[src/rtl/tcs_pkg.sv]
package tcs_pkg;

  typedef enum logic [2:0] {
    ST_IDLE,
    ST_QUIESCE,
    ST_WAIT,
    ST_SAFE_ON,
    ST_APPLY,
    ST_SAFE_OFF,
    ST_RELEASE
  } seq_st_t;

  localparam logic [1:0] MUX_NONE    = 2'b00;
  localparam logic [1:0] MUX_USB     = 2'b01;
  localparam logic [1:0] MUX_DP_ALL  = 2'b10;
  localparam logic [1:0] MUX_USB_DP  = 2'b11;

  localparam logic [1:0] PS_P3 = 2'b11;
  localparam logic [1:0] PS_P2 = 2'b10;

  function automatic logic mode_has_usb(input logic [1:0] m);
    return m[0];
  endfunction

  function automatic logic mode_has_dp(input logic [1:0] m);
    return m[1];
  endfunction

  function automatic logic lane_parked(input logic [1:0] ps, input logic p2_ok);
    return (ps == PS_P3) || (p2_ok && (ps == PS_P2));
  endfunction

endpackage

[src/rtl/tcs_req_latch.sv]
module tcs_req_latch (
  input  logic       clk,
  input  logic       rst,
  input  logic       wr_valid,
  input  logic [1:0] wr_mode,
  input  logic       wr_flip,
  input  logic       wr_low_power,
  input  logic       locked,
  input  logic       take,
  output logic       pending,
  output logic [1:0] hold_mode,
  output logic       hold_flip,
  output logic       hold_low_power
);
  logic accept;
  assign accept = wr_valid && !locked && !pending;

  always_ff @(posedge clk) begin
    if (rst) begin
      pending        <= 1'b0;
      hold_mode      <= 2'b00;
      hold_flip      <= 1'b0;
      hold_low_power <= 1'b0;
    end else begin
      if (accept) begin
        pending        <= 1'b1;
        hold_mode      <= wr_mode;
        hold_flip      <= wr_flip;
        hold_low_power <= wr_low_power;
      end else if (take) begin
        pending <= 1'b0;
      end
    end
  end
endmodule

[src/rtl/tcs_lane_gate.sv]
module tcs_lane_gate #(
  parameter int DP_LANES = 4
) (
  input  logic [1:0]            live_mode,
  input  logic [1:0]            usb_tx_ps,
  input  logic [1:0]            usb_rx_ps,
  input  logic [2*DP_LANES-1:0] dp_ps,
  input  logic                  usb_p2_ok,
  input  logic                  dp_p2_ok,
  input  logic                  usb_hs_en,
  input  logic                  dp_hs_en,
  input  logic                  usb_ack,
  input  logic                  dp_ack,
  output logic                  gate_open
);
  import tcs_pkg::*;

  localparam int SHARED = DP_LANES / 2;

  logic [DP_LANES-1:0] lane_ok;
  logic usb_ok, dp_ok;

  generate
    for (genvar i = 0; i < DP_LANES; i++) begin : g_dp
      localparam bit IN_SHARED = (i < SHARED);
      logic active;
      if (IN_SHARED) begin : g_low
        assign active = (live_mode == MUX_DP_ALL) || (live_mode == MUX_USB_DP);
      end else begin : g_high
        assign active = (live_mode == MUX_DP_ALL);
      end
      assign lane_ok[i] = !active || lane_parked(dp_ps[2*i +: 2], dp_p2_ok);
    end
  endgenerate

  assign usb_ok = !mode_has_usb(live_mode) ||
                  (lane_parked(usb_tx_ps, usb_p2_ok) &&
                   lane_parked(usb_rx_ps, usb_p2_ok) &&
                   (!usb_hs_en || usb_ack));

  assign dp_ok = !mode_has_dp(live_mode) ||
                 ((&lane_ok) && (!dp_hs_en || dp_ack));

  assign gate_open = usb_ok && dp_ok;
endmodule

[src/rtl/tcs_timeout.sv]
module tcs_timeout #(
  parameter int PRE_W = 8,
  parameter int LIM_W = 20
) (
  input  logic             clk,
  input  logic             rst,
  input  logic             clear,
  input  logic             run,
  input  logic [LIM_W-1:0] limit,
  output logic             expired
);
  logic [PRE_W-1:0] pre;
  logic [LIM_W-1:0] units;

  always_ff @(posedge clk) begin
    if (rst || clear) begin
      pre   <= '0;
      units <= '0;
    end else if (run) begin
      if (pre == {PRE_W{1'b1}}) begin
        pre <= '0;
        if (units != {LIM_W{1'b1}}) units <= units + 1'b1;
      end else begin
        pre <= pre + 1'b1;
      end
    end
  end

  assign expired = (limit != '0) && (units >= limit);
endmodule

[src/rtl/typec_mux_seq.sv]
module typec_mux_seq #(
  parameter int DP_LANES = 4,
  parameter int PRE_W    = 8,
  parameter int LIM_W    = 20
) (
  input  logic                  clk,
  input  logic                  rst,
  input  logic                  wr_valid,
  input  logic [1:0]            wr_mode,
  input  logic                  wr_flip,
  input  logic                  wr_low_power,
  input  logic                  flip_invert,
  input  logic                  cfg_usb_handshake,
  input  logic                  cfg_dp_handshake,
  input  logic                  cfg_usb_p2_ok,
  input  logic                  cfg_dp_p2_ok,
  input  logic                  cfg_auto_safe,
  input  logic [1:0]            cfg_auto_block,
  input  logic [LIM_W-1:0]      cfg_timeout_units,
  input  logic                  usb_quiesce_ack,
  input  logic                  dp_quiesce_ack,
  input  logic [1:0]            usb_tx_pstate,
  input  logic [1:0]            usb_rx_pstate,
  input  logic [2*DP_LANES-1:0] dp_tx_pstate,
  output logic                  req_pending,
  output logic                  busy,
  output logic [1:0]            xbar_mode,
  output logic                  xbar_flip,
  output logic                  xbar_disable,
  output logic                  block_ss,
  output logic                  usb_quiesce_req,
  output logic                  dp_quiesce_req,
  output logic                  evt_ack,
  output logic                  evt_timeout
);
  import tcs_pkg::*;

  seq_st_t    state;
  logic       take;
  logic [1:0] hold_mode;
  logic       hold_flip, hold_low_power;
  logic [1:0] tgt_mode;
  logic       tgt_flip, tgt_low_power, wrap;
  logic       gate_open, expired, tmr_clear, tmr_run;

  assign busy      = (state != ST_IDLE);
  assign take      = (state == ST_IDLE) && req_pending;
  assign tmr_clear = (state != ST_WAIT);
  assign tmr_run   = (state == ST_WAIT);

  tcs_req_latch u_latch (
    .clk            (clk),
    .rst            (rst),
    .wr_valid       (wr_valid),
    .wr_mode        (wr_mode),
    .wr_flip        (wr_flip),
    .wr_low_power   (wr_low_power),
    .locked         (busy),
    .take           (take),
    .pending        (req_pending),
    .hold_mode      (hold_mode),
    .hold_flip      (hold_flip),
    .hold_low_power (hold_low_power)
  );

  tcs_lane_gate #(.DP_LANES(DP_LANES)) u_gate (
    .live_mode (xbar_mode),
    .usb_tx_ps (usb_tx_pstate),
    .usb_rx_ps (usb_rx_pstate),
    .dp_ps     (dp_tx_pstate),
    .usb_p2_ok (cfg_usb_p2_ok),
    .dp_p2_ok  (cfg_dp_p2_ok),
    .usb_hs_en (cfg_usb_handshake),
    .dp_hs_en  (cfg_dp_handshake),
    .usb_ack   (usb_quiesce_ack),
    .dp_ack    (dp_quiesce_ack),
    .gate_open (gate_open)
  );

  tcs_timeout #(.PRE_W(PRE_W), .LIM_W(LIM_W)) u_tmr (
    .clk     (clk),
    .rst     (rst),
    .clear   (tmr_clear),
    .run     (tmr_run),
    .limit   (cfg_timeout_units),
    .expired (expired)
  );

  always_ff @(posedge clk) begin
    if (rst) begin
      state           <= ST_IDLE;
      tgt_mode        <= MUX_NONE;
      tgt_flip        <= 1'b0;
      tgt_low_power   <= 1'b0;
      wrap            <= 1'b0;
      xbar_mode       <= MUX_NONE;
      xbar_flip       <= 1'b0;
      xbar_disable    <= 1'b0;
      block_ss        <= 1'b0;
      usb_quiesce_req <= 1'b0;
      dp_quiesce_req  <= 1'b0;
      evt_ack         <= 1'b0;
      evt_timeout     <= 1'b0;
    end else begin
      evt_ack     <= 1'b0;
      evt_timeout <= 1'b0;
      case (state)
        ST_IDLE: begin
          if (take) begin
            tgt_mode      <= hold_mode;
            tgt_flip      <= hold_flip;
            tgt_low_power <= hold_low_power;
            state         <= ST_QUIESCE;
          end
        end
        ST_QUIESCE: begin
          if (mode_has_usb(xbar_mode) && cfg_usb_handshake) usb_quiesce_req <= 1'b1;
          if (mode_has_dp(xbar_mode) && cfg_dp_handshake)   dp_quiesce_req  <= 1'b1;
          if ((xbar_mode == MUX_USB && tgt_mode != MUX_USB && cfg_auto_block[0]) ||
              (xbar_mode == MUX_USB_DP && tgt_mode != MUX_USB_DP && cfg_auto_block[1]))
            block_ss <= 1'b1;
          wrap  <= cfg_auto_safe && !tgt_low_power;
          state <= ST_WAIT;
        end
        ST_WAIT: begin
          if (gate_open) begin
            state <= wrap ? ST_SAFE_ON : ST_APPLY;
          end else if (expired) begin
            evt_timeout <= 1'b1;
            state       <= ST_IDLE;
          end
        end
        ST_SAFE_ON: begin
          xbar_disable <= 1'b1;
          state        <= ST_APPLY;
        end
        ST_APPLY: begin
          xbar_mode    <= tgt_mode;
          xbar_flip    <= tgt_flip ^ flip_invert;
          xbar_disable <= tgt_low_power | wrap;
          state        <= wrap ? ST_SAFE_OFF : ST_RELEASE;
        end
        ST_SAFE_OFF: begin
          xbar_disable <= 1'b0;
          state        <= ST_RELEASE;
        end
        ST_RELEASE: begin
          if (mode_has_usb(tgt_mode)) begin
            usb_quiesce_req <= 1'b0;
            block_ss        <= 1'b0;
          end
          if (mode_has_dp(tgt_mode)) dp_quiesce_req <= 1'b0;
          evt_ack <= 1'b1;
          state   <= ST_IDLE;
        end
        default: state <= ST_IDLE;
      endcase
    end
  end
endmodule

[config.mk]
export PLATFORM = sky130hd
export DESIGN_NAME = typec_mux_seq
export DESIGN_NICKNAME = d
export VERILOG_FILES = /design/src/rtl/tcs_pkg.sv /design/src/rtl/tcs_req_latch.sv /design/src/rtl/tcs_lane_gate.sv /design/src/rtl/tcs_timeout.sv /design/src/rtl/typec_mux_seq.sv
export SDC_FILE = /design/constraint.sdc
export NUM_CORES = 1
export LEC_CHECK = 0
export CAP_MARGIN = 20
export CELL_PAD_IN_SITES_DETAIL_PLACEMENT = 1
export CELL_PAD_IN_SITES_GLOBAL_PLACEMENT = 2
export CORE_AREA = 2 2 105 107
export CTS_BUF_LIST = sky130_fd_sc_hd__clkbuf_8
export DETAILED_ROUTE_END_ITERATION = 8
export DIE_AREA = 0 0 107 109
export PLACE_DENSITY = 0.87
export SLEW_MARGIN = 20
export SYNTH_ARGS = -nofsm -noshare
export SYNTH_HDL_FRONTEND = slang
export SYNTH_SLANG_ARGS = --single-unit
[constraint.sdc]
create_clock -name clk -period 2 [get_ports clk]
set_input_delay 0.4 -clock clk [delete_from_list [all_inputs] [get_ports clk]]
set_output_delay 0.4 -clock clk [all_outputs]
set_load 0.1 [all_outputs]
# Yosys cells after proc, flatten, opt, wreduce, memory -nomap -nowiden
# Index checks and enable logic that the tools add are counted.
# word_totals
regBits,50
out_inout_bits,11
in_bits,49
elab_cells,139
# op_classes
n_addsub,2
n_mux,20
n_reduce_logical,61
bitwise_logic,3
n_eq_ne,33
magnitude_cmp,1
# op_table
cell,count
$eq A2 B2 Y1 const B,14
$logic_and A1 B1 Y1,21
$add A20 B1 Y20 const B,1
$ge A20 B20 Y1,1
$ne A20 B20 Y1 const B,1
$reduce_bool A20 Y1,1
$pmux W3 S6,1
$logic_or A1 B1 Y1,17
$ne A2 B2 Y1 const B,7
$mux W3,4
$reduce_and A3 Y1,4
$eq A3 B3 Y1 const B,3
$logic_not A1 Y1,9
$mux W1,9
$add A8 B1 Y8 const B,1
$eq A8 B8 Y1 const B,1
$mux W8,1
$eq A3 B2 Y1 const B,2
$pmux W1 S2,3
$reduce_bool A3 Y1,2
$reduce_and A2 Y1,2
$reduce_and A4 Y1,1
$reduce_bool A2 Y1,2
$eq A3 B1 Y1 const B,1
11 further kinds,11

# Longest topological paths before layout
# depth
depth_word,10
ltp_mapped,7
depth_no_buf,7

# Hierarchy
# A second synthesis with hierarchy kept.
# unflattened
cells_unflattened,347
hier_area_um2,3042.9
# modules_own_cells
module,cells_each,area_each_um2,instances,seq_area_each_um2
tcs_timeout,236,1975.6,1,560.5
typec_mux_seq,81,770.7,1,340.3
tcs_req_latch,20,227.7,1,100.1
tcs_lane_gate,10,68.8,1,0.0

# Worst setup path after synthesis
# Ideal clock, no wire load.
# synth_path
kind,reg-to-reg
from,register state[2]
to,register u_latch.hold_mode[0]
setup_slack_ns,-0.248
period_less_slack_ns,2.248
setup_time_ns,0.128
path_buffers,1
path_stages_with_launch,7
required_time_ns,1.872
t_arrival_ns,2.121
path_cell_list,dfxtp_1 > clkbuf_1 > nor2_1 > nand2_1 > nor3b_2 > mux2i_1 > nor2_1
# synth_via
elab_chain_cells,4
# synth_lines
element,line_no,source
from (decl),typec_mux_seq.sv:38,seq_st_t state;
from (signal assigned),typec_mux_seq.sv:127,state <= wrap ? ST_SAFE_ON : ST_APPLY;
from (signal assigned),typec_mux_seq.sv:141,state <= wrap ? ST_SAFE_OFF : ST_RELEASE;
$reduce_bool A3 Y1,typec_mux_seq.sv:46,assign busy = (state != ST_IDLE);
via busy,typec_mux_seq.sv:26,"output logic busy,"
$logic_not A1 Y1,tcs_req_latch.sv:16,assign accept = wr_valid && !locked && !pending;
$logic_and A1 B1 Y1 (2 in a row),tcs_req_latch.sv:16,
to (signal assigned),tcs_req_latch.sv:27,hold_mode <= wr_mode;
to (decl),tcs_req_latch.sv:11,"output logic [1:0] hold_mode,"
# The timed path passes the listed nets, and every way through them passes these cells.
# A chain may end at the register's enable or synchronous reset.

# Worst setup path after layout
# layout_path
from,register state[2]
to,register u_tmr.units[6]
# layout_via
elab_chain_cells,2
word_cells_on_any_way,4
classes_between,2 x eq/ne; 2 x reduce/logical
# layout_lines
element,line_no,source
$eq A3 B2 Y1 / $ne A3 B2 Y1 (equally long branches),"typec_mux_seq.sv:49, typec_mux_seq.sv:48",
$reduce_and A3 Y1 (no source line) / $logic_or A1 B1 Y1 (equally long branches),n/a,
to (signal assigned),tcs_timeout.sv:22,if (units != {LIM_W{1'b1}}) units <= units + 1'b1;
to (decl),tcs_timeout.sv:13,logic [LIM_W-1:0] units;
# Parallel ways exist; a longest one is shown, timed or not.

==> qor.yml <==
run_status:
  status: "finished clean"
die:
  die_h_um: 109
  die-area_mm2: 0.0117
  rows: 38
  initial_utilization_pct: 27.4
  boundaryPins: 60
  core_area_mm2: 0.0106
  die_w_um: 107
placement:
  dp_hpwl_um: 6770
  place_inst: 584
  io_buffers: 59
  gp_congestion: 0.794
  place_area_mm2: 0.00396
synthesis:
  synth_cells: 354
  synth_most_common_cell: "dfxtp_1"
  synth_edf_count: 0
  synth_top_cells_by_count: "dfxtp_1, nor2_1, inv_1, a21oi_1, ha_1"
  synth.distinct_cells: 51
  synth-seq-area-share_pct: 34.4
  ys_seq_elements: 50
  synth_top_cell_by_area: "dfxtp_1"
  synth_area_mm2: 0.00291
  synth_area_per_cell_um2: 8.21
  synth.area.top_cells: "dfxtp_1, ha_1, nor2_1"
  synthArstFlopShare_pct: 0
  syn_nets: 425
  yosys_warnings: 0
  dominantRegCellSynth: "dfxtp_1"
  synth_top_area_share_pct: 34.4
drt:
  drt_iter0_drc: 39
  drc: 0
  routed_wl_um: 8960
  drt_first_pass_iters: 4
  wl_per_cell_um: 15.0
  vias: 2982
  routed_via_density: 4.98
  route.antenna.remaining_nets: 0
timing:
  finalHoldViolCount: 0
  finClkSkew_ns: 0.0146
  fmax_mhz: 511
  timing.setup.tns_ns: 0
  drv_slew: 0
  fin_crit_sh_pct: 97.8
  layout_min_cycle_time_ns: 1.96
  max-slew-margin-rel_pct: 63.2
  worstMarginPinSlew_ns: 0.549
  setup_viol: 0
  worst_hold_slack_ns: 0.467
  rsz0062_at_grt: "true"
global_route:
  grt_pass1_vias: 3027
  grt_pass1_wl_um: 14300
  antenna_found_initial: 0
  groute.usage.overall_pct: 15.2
  grt_max_degree: 22
  gr-total-overflow: 0
power_and_ir_drop:
  ir_drop_v: 0.000512
  power_uw: 2120
  power.density_mw_per_mm2: 488
  p_leak_uw: 0.00173
cts:
  cts_tree: "done"
  cts-hold-fix-buffers: 0
  cts_max_level: 2
  cts_buffers: 5
  clockRootBuffer: "clkbuf_8"
  clock-sinks: 50
  cts.clk_slew.worst_paths_ns: 0.10
  clk_path_buf_depth: 2
  clock_latency_ns: 0.31
final_layout:
  diodes: 0
  area_delta_synth_final_pct: 49.1
  final_layout_size_suffix_gt1_share_pct: 25.9
  fin_cells: 599
  fin_area_mm2: 0.00433
  final_nets: 529
critical_path:
  reg2reg_slack_ns: 0.04
  cp_max_fo: 11
  startpoint: "state[2]"
  r2r_end: "u_tmr.units[6]"
  cp.arrival_ns: 2.19
  critPathKind: "register to register"
  r2r-start: "state[2]"
  reg2reg_depth: 6
  required_ns: 2.24
  startpoint_type: "register"
  end_kind: "register"
worst_hold_path:
  holdPathEnd: "u_tmr.pre[0]"
  holdPathStages: 1
  min_path_type: "register to register"
  worstHoldStart: "u_tmr.pre[0]"
flow_run:
  max_cap_viol_count: 0
-- power breakdown --
part	switching (uW)	total, uW	internal (uW)
sequential	16.2	1020	1010
clock	345	714	369
combinational	188	380	192
-- critical path, stage by stage (launching register included) --
cell	delay, ns
dfxtp_1	0.34
buf_4	0.17
nor3b_4	0.24
nand3_4	0.15
buf_4	0.17
or4_2	0.65
a21oi_2	0.16
-- metrics by stage --
step	setup WS (ns)	utilization, %
finish	0.0444	40.9
global route	-0.0469	40.9
CTS	0.00801	39.1
detailed placement	-0.595	37.4
global placement	-0.508	37.4
floorplan	0.0581	-
-- what timing repair did --
item / in CTS / in global routing
pin swaps: 9 / 18
setup buffers: 2 / 4
endpoints found under the setup margin: 6 / 15
gates resized for setup: 17 / 46
gates cloned: 0 / 1
-- metal layers --
metal	global-route usage, %	vias up	share of wire [%]
met2	28.9	56	51
met1	17.9	1418	44
met5	0	-	0
met4	3.25	0	1.3
li1	-	1496	-
met3	2.63	12	3.6
-- how the worst max path moves through the flow --
stage                           endpoint  slack [ns]
global route             u_tmr.units[18]       -0.05
floorplan           u_latch.hold_mode[0]        0.06
detailed placement              state[1]       -0.59
CTS                             state[1]       0.008
global placement                state[1]       -0.51
finish                    u_tmr.units[6]        0.04
-- cell type report --
| cell class | count | area [um2] |
|---|---|---|
| clock buffer | 5 | 68.8 |
| clock inverter | 3 | 40.0 |
| timing repair buffer | 106 | 971 |
| multi-input combinational | 268 | 1950 |
| tap | 140 | 175 |
| inverter | 27 | 101 |
| fill | 1256 | 6270 |
| sequential | 50 | 1030 |
-- flip-flops by register name, summed over array words and instances (netlist names), 2 cells and up --
signal	flops
u_tmr.pre	8
state	3
xbar_mode	2
u_latch.hold_mode	2
tgt_mode	2
u_tmr.units	20
-- logic make-up (layout without fill, tap and decap cells) --
kind of cell / count (synthesis) / count (layout) / synth area share [%]
fa+ha+maj: 22 / 22 / 9.47
xor+xnor: 10 / 10 / 3.01
compound gates: 80 / 80 / 17.4
simple gates: 147 / 147 / 27.9
buf+inv: 36 / 141 / 4.73
flops: 50 / 50 / 34.4
mux: 9 / 9 / 3.10
-- layout by cell type, fill, tap and decap left out, types with 3 or more instances in the layout --
master | netlist | layout
xor2_1 | 6 | 6
a211oi_1 | 4 | 3
dfxtp_4 | 0 | 6
clkbuf_8 | 0 | 5
nand2_1 | 21 | 20
buf_12 | 0 | 4
nor2b_1 | 6 | 6
clkdlybuf4s50_1 | 0 | 39
dfxtp_1 | 50 | 41
a32oi_1 | 3 | 3
nor2_1 | 39 | 38
buf_4 | 0 | 54
nand3_1 | 13 | 13
inv_2 | 0 | 7
nor4_1 | 6 | 5
or3_1 | 11 | 11
ha_4 | 0 | 8
xnor2_1 | 4 | 4
dfxtp_2 | 0 | 3
inv_1 | 27 | 20
a21o_1 | 5 | 5
dlymetal6s2s_1 | 0 | 5
mux2i_1 | 9 | 9
and4_1 | 4 | 3
o21ai_0 | 19 | 18
a21oi_2 | 0 | 3
or4_1 | 6 | 5
o31ai_1 | 8 | 6
a21oi_1 | 25 | 22
ha_1 | 22 | 14
nand4_1 | 13 | 13
and3_1 | 10 | 8
and2_1 | 3 | 3
Note: power is estimated with default switching activity, not from simulation.
